[config.mk]
export PLATFORM = sky130hd
export DESIGN_NAME = amon_cfg_access
export DESIGN_NICKNAME = d
export VERILOG_FILES = /design/src/rtl/amon_cfg_access.sv
export SDC_FILE = /design/constraint.sdc
export NUM_CORES = 1
export LEC_CHECK = 0
export BUFFER_PORTS_ARGS = -buffer_cell sky130_fd_sc_hd__buf_4
export CAP_MARGIN = 30
export CORE_MARGIN = 2
export CORE_UTILIZATION = 30
export DETAILED_ROUTE_END_ITERATION = 12
export PLACE_DENSITY = 0.77
export SLEW_MARGIN = 0
export SYNTH_ARGS = -nofsm -noshare
export SYNTH_HDL_FRONTEND = slang
export SYNTH_SLANG_ARGS = --single-unit
[constraint.sdc]
create_clock -name clk -period 0.8 [get_ports clk]
set_clock_uncertainty 0.2 [all_clocks]
set_input_delay 0.04 -clock clk [delete_from_list [all_inputs] [get_ports clk]]
set_output_delay 0.04 -clock clk [all_outputs]
set_load 0.005 [all_outputs]
[src/rtl/amon_cfg_access.sv]
module amon_cfg_access #(
  parameter int AUX_COUNT = 4
) (
  input  logic        clk,
  input  logic        rst_n,
  input  logic        req_valid,
  input  logic [1:0]  req_op0,
  input  logic [2:0]  req_op1,
  input  logic [3:0]  req_crn,
  input  logic [3:0]  req_crm,
  input  logic [2:0]  req_op2,
  input  logic [1:0]  cur_level,
  input  logic        mon_impl,
  input  logic        lvl2_enabled,
  input  logic        lvl3_exists,
  input  logic        sdd_prio,
  input  logic        sdd_undef,
  input  logic        user_en,
  input  logic        lvl2_tge,
  input  logic        lvl2_tam,
  input  logic        lvl3_tam,
  output logic        rsp_valid,
  output logic        rsp_read,
  output logic        rsp_undef,
  output logic        rsp_trap,
  output logic        rsp_nomatch,
  output logic [1:0]  rsp_target,
  output logic [5:0]  rsp_class,
  output logic [63:0] rsp_data
);

  localparam int        MAX_AUX    = 16;
  localparam logic [7:0] ARCH_COUNT = 8'h04;
  localparam logic [5:0] TRAP_CLASS = 6'h18;
  localparam logic [7:0] AUX_FIELD  = 8'(AUX_COUNT);
  localparam logic [63:0] READ_VALUE = {48'd0, AUX_FIELD, ARCH_COUNT};

  if (AUX_COUNT < 0 || AUX_COUNT > MAX_AUX) begin : g_aux_range
    $error("AUX_COUNT must lie in 0..16");
  end

  logic       hit;
  logic       sdd_first;
  logic       k_read, k_undef, k_trap;
  logic [1:0] k_tgt;

  assign hit = (req_op0 == 2'd3) && (req_op1 == 3'd3) && (req_crn == 4'd13) &&
               (req_crm == 4'd2) && (req_op2 == 3'd2);

  assign sdd_first = lvl3_exists && sdd_prio && lvl3_tam;

  always_comb begin
    k_read  = 1'b0;
    k_undef = 1'b0;
    k_trap  = 1'b0;
    k_tgt   = 2'd0;
    if (hit) begin
      if (!mon_impl) begin
        k_undef = 1'b1;
      end else if (cur_level == 2'd3) begin
        k_read = 1'b1;
      end else if (sdd_first) begin
        k_undef = 1'b1;
      end else if (cur_level == 2'd0 && !user_en) begin
        k_trap = 1'b1;
        k_tgt  = (lvl2_enabled && lvl2_tge) ? 2'd2 : 2'd1;
      end else if (cur_level != 2'd2 && lvl2_enabled && lvl2_tam) begin
        k_trap = 1'b1;
        k_tgt  = 2'd2;
      end else if (lvl3_exists && lvl3_tam) begin
        if (sdd_undef) begin
          k_undef = 1'b1;
        end else begin
          k_trap = 1'b1;
          k_tgt  = 2'd3;
        end
      end else begin
        k_read = 1'b1;
      end
    end
  end

  always_ff @(posedge clk or negedge rst_n) begin
    if (!rst_n) begin
      rsp_valid   <= 1'b0;
      rsp_read    <= 1'b0;
      rsp_undef   <= 1'b0;
      rsp_trap    <= 1'b0;
      rsp_nomatch <= 1'b0;
      rsp_target  <= 2'd0;
      rsp_class   <= 6'd0;
      rsp_data    <= 64'd0;
    end else begin
      rsp_valid   <= req_valid;
      rsp_read    <= req_valid && k_read;
      rsp_undef   <= req_valid && k_undef;
      rsp_trap    <= req_valid && k_trap;
      rsp_nomatch <= req_valid && !hit;
      rsp_target  <= (req_valid && k_trap) ? k_tgt : 2'd0;
      rsp_class   <= (req_valid && k_trap) ? TRAP_CLASS : 6'd0;
      rsp_data    <= (req_valid && k_read) ? READ_VALUE : 64'd0;
    end
  end

endmodule

=== After elaboration in Yosys (flattened, before gate mapping) ===
Index checks and enable logic that the tools add are counted.

* Logic and storage cells: 68
* Input bits: 30
* Flip-flop bits (word level): 23
* Output and inout bits: 77

* Eq/ne operators: 7
* Multiplexer cells: 35
* Reductions and logical operators: 18

{| class="wikitable"
|+ Operators by type and width
! kind !! count
|-
| $mux 1 || 23
|-
| $mux 2 || 10
|-
| $logic_and 1x1->1 || 15
|-
| $mux 11 || 1
|-
| $eq 3x2->1 const B || 2
|-
| $mux 5 || 1
|-
| $eq 2x2->1 const B || 2
|-
| $eq 4x2->1 const B || 1
|-
| $eq 4x4->1 const B || 1
|-
| $logic_not 1->1 || 2
|-
| $logic_not 2->1 || 1
|-
| $ne 2x2->1 const B || 1
|}

=== Depth between registers and ports, before layout ===
* Depth in word-level cells: 11
* Depth in mapped cells: 4
* Mapped depth without buffers: 4

=== Least setup slack after synthesis ===
Ideal clock, no wire load.

* Kind: in2reg
* Start point: in req_op2[0]
* End point: reg rsp_target[0]
* Setup slack: -0.609 ns
* Stages on the path: 4
* Buffers on the path: 0
* Data arrival time: 1.123 ns
* Library setup time: 0.086 ns
* Required time: 0.514 ns
* Cells stage by stage: or4b_4 > nor4_4 > nand3_2 > nor3_1

* Cells in the longest elaborated chain, start to end: 5
* Elaborated cells on any way between the ends: 6
* Those cells by class: eq/ne (1); mux (3); reduce/logical (2)

{| class="wikitable"
|+ Ends and longest elaborated chain
! item !! RTL line !! source
|-
| from (decl) || 11 || <nowiki>input logic [2:0] req_op2,</nowiki>
|-
| $eq 3x2->1 (*) || 48 || <nowiki>(req_crm == 4'd2) && (req_op2 == 3'd2);</nowiki>
|-
| $logic_and 1x1->1 (*) || 48 ||
|-
| $mux 1 || 57 || <nowiki>if (hit) begin</nowiki>
|-
| $logic_and 1x1->1 || 99 || <nowiki>rsp_target <= (req_valid && k_trap) ? k_tgt : 2'd0;</nowiki>
|-
| $mux 2 (*) || 99 ||
|-
| to (signal assigned) || 99 ||
|-
| to (decl) || 27 || <nowiki>output logic [1:0] rsp_target,</nowiki>
|}

Every way passes the cells marked *; elsewhere a longest branch is shown, timed or not.

=== Final worst setup path ===
* Start point: in req_op2[0]
* End point: reg rsp_target[1]

The elaborated chain is that of the path after synthesis.

==> impl_metrics.toml <==
[yosys]
synth_enable_flop_cells = 0
yosysSeqAreaShare_pct = 19.2
synth.cell_area_um2 = 915
synth_seq_cells = 7
synth_ff_type = "dfrtp_1"
async_flop_share_pct = 100
synth_area_per_cell_um2 = 8.63
ys_types = 22
synth_warnings = 0
syn_inst = 106

[global_route]
grt_first_pass_wirelength_um = 2030
gr-usage-met3_pct = 0.873
met2_usage_pct = 16.5
grt_max_degree = 8
grt_pass1_vias = 553
track_usage_pct = 7.44
antenna_found_initial = 0
grt_overflow_total = 0
grt_use_met1_pct = 5.45
gr-max-usage-layer = "met2"

[power_and_ir_drop]
clkPwrFrac_pct = 31.7
p_seq_share_pct = 36.8
ir_drop_v = 0.000253
combinationalPowerShare_pct = 31.5
p_int_uw = 709
powerDensity_nw_per_um2 = 871
p_switching_uw = 275
leakage_uw = 0.000649
p_sw_share_pct = 28.0

[detailed_routing]
postRouteAntennaNets = 0
post-route-drc-count = 0
wire_per_inst_um = 7.47
dr.pass1.iters = 4
vias = 642
routed_via_density = 3.43
drt-total-wl_um = 1400
drtIter0Drc = 8

[die]
dieArea_um2 = 3510
die_h_um = 59.2
start_util_pct = 30.7
die_width_um = 59.2
rows = 20
coreArea_um2 = 2980
ios = 107

[sta]
timing.final.crit_share_pct = 154
period_minus_slack_ps = 1230
fmax_mhz = 812
hold_viol_final = 14
rsz0062_at_grt = "yes"
fin_hold_ws_ps = -272
tns_ps = -4440
maxSlewViolCount = 0
setup_viol = 17
layout_setup_ws_ps = -431

[placement]
gp_congestion = 0.640
placement.io_buffers = 40
pre_cts_ws_ps = -743
hpwl_um = 1290

[job]
maxCapViolCount = 0

[clocking]
cts_buffer_depth = 2
clkTransAtPathRegs_ps = 50
cts_tree = "done"
holdBufCountCts = 1
cts_root_buf = "clkbuf_4"
cts.sinks = 7
cts_buffers = 3
htreeDepth = 1

[worst_setup_path]
critPathRequiredTime_ps = 770
cp_data_arrival_time_ps = 1200
crit_fanout = 4
critPathKind = "input pin to flop"
cp-end-kind = "flop"
startpoint = "req_op2[0]"
setup.worst_path.end = "rsp_target[1]$_DFF_PN0_"
startpoint_type = "input pin"

[cells_and_area]
drive_above_1_share_pct = 37.0
layout.nets = 185
syn2layout_area_growth_pct = 23.5
antennaDiodeCount = 0

[status]
status = "complete, but fails checks"
violations = "hold timing, setup timing"

[hold_path]
hp-class = "input pin to flop"
flip-flops by register name, indices dropped and copies added, names as in the netlist:
| register | cells |
|---|---|
| rsp_class | 1 |
| rsp_undef | 1 |
| rsp_nomatch | 1 |
| rsp_data | 1 |
| rsp_valid | 1 |
| rsp_target | 2 |
cells in the final DEF (no fill, tap or decap), drive strengths merged, types with 2 or more instances in the layout:
cell type / instances
a21oi: 3
buf: 48
clkbuf: 4
conb: 66
dfrtp: 7
nand2: 3
nand4bb: 2
nor2: 3
nor3: 3
o21ai: 2
cell usage after synthesis (2+ instances only):
cell type / number / area, µm²
a21oi_1: 3 / 15.0
buf_4: 70 / 526
dfrtp_1: 7 / 175
nand2_1: 3 / 11.3
nor2_1: 3 / 11.3
nor3_1: 3 / 15.0
o21ai_0: 2 / 10.0
kinds of logic after synthesis:
kind of cell / count (synthesis) / share of synthesized area [%]
buffers and inverters: 71 / 57.9
other: 1 / 0.410
and+or+nand+nor: 17 / 15.3
AOI/OAI and AO/OA: 10 / 7.25
DFF: 7 / 19.2
per-stage QoR:
stage                     total power [µW]  cell area [µm²]  utilization, %  instances
after floorplan                        721             1160               -        171
after global placement                 655             1030            34.5        181
after detailed placement               659             1030            34.5        181
after CTS                              991             1130            37.9        187
after global routing                  1050             1130            37.9        187
final                                  984             1130            37.9        187
metal layers:
metal	vias to the layer above	part of all wire [%]
li1	307	-
met1	284	27
met2	49	62
met3	2	11
met4	0	0.36
met5	-	0
final cells by class:
type / count / area [µm²]
fill: 307 / 1850
multi-input combinational: 93 / 464
timing repair buffer: 49 / 419
sequential: 7 / 175
tap: 33 / 41.3
clock buffer: 4 / 26.3
inverter: 1 / 3.75
power groups by stage:
| stage | registers, µW | logic [µW] | clock network, µW |
|---|---|---|---|
| after global placement | 367 | 289 | 0 |
| after detailed placement | 367 | 292 | 0 |
| after global routing | 362 | 354 | 333 |
| final | 362 | 310 | 312 |
| after CTS | 362 | 305 | 323 |
| after floorplan | 368 | 354 | 0 |
how the worst min path moves through the flow:
stage | startpoint | end | slack (ps) | cells past startpoint
2_1_floorplan | rst_n | rsp_class[3]$_DFF_PN0_ | -460 | 0
3_3_place_gp | rst_n | rsp_valid$_DFF_PN0_ | -350 | 1
3_5_place_dp | rst_n | rsp_valid$_DFF_PN0_ | -350 | 1
4_1_cts | req_valid | rsp_valid$_DFF_PN0_ | -280 | 1
5_1_grt | req_valid | rsp_valid$_DFF_PN0_ | -270 | 1
6_report | req_valid | rsp_valid$_DFF_PN0_ | -270 | 1
what timing repair did:
item | in CTS | in global routing
gates resized for setup | 15 | 0
hold endpoints to repair | 14 | 14
setup buffers | 1 | 0
endpoints found under the setup margin | 17 | 17
pin swaps | 1 | 1
critical path: stages:
cell,delay [ps]
buf_6,90
or4b_4,540
nor4_4,190
nand3_2,160
nor3_2,190
No activity file was read; power rests on OpenSTA's default activity.
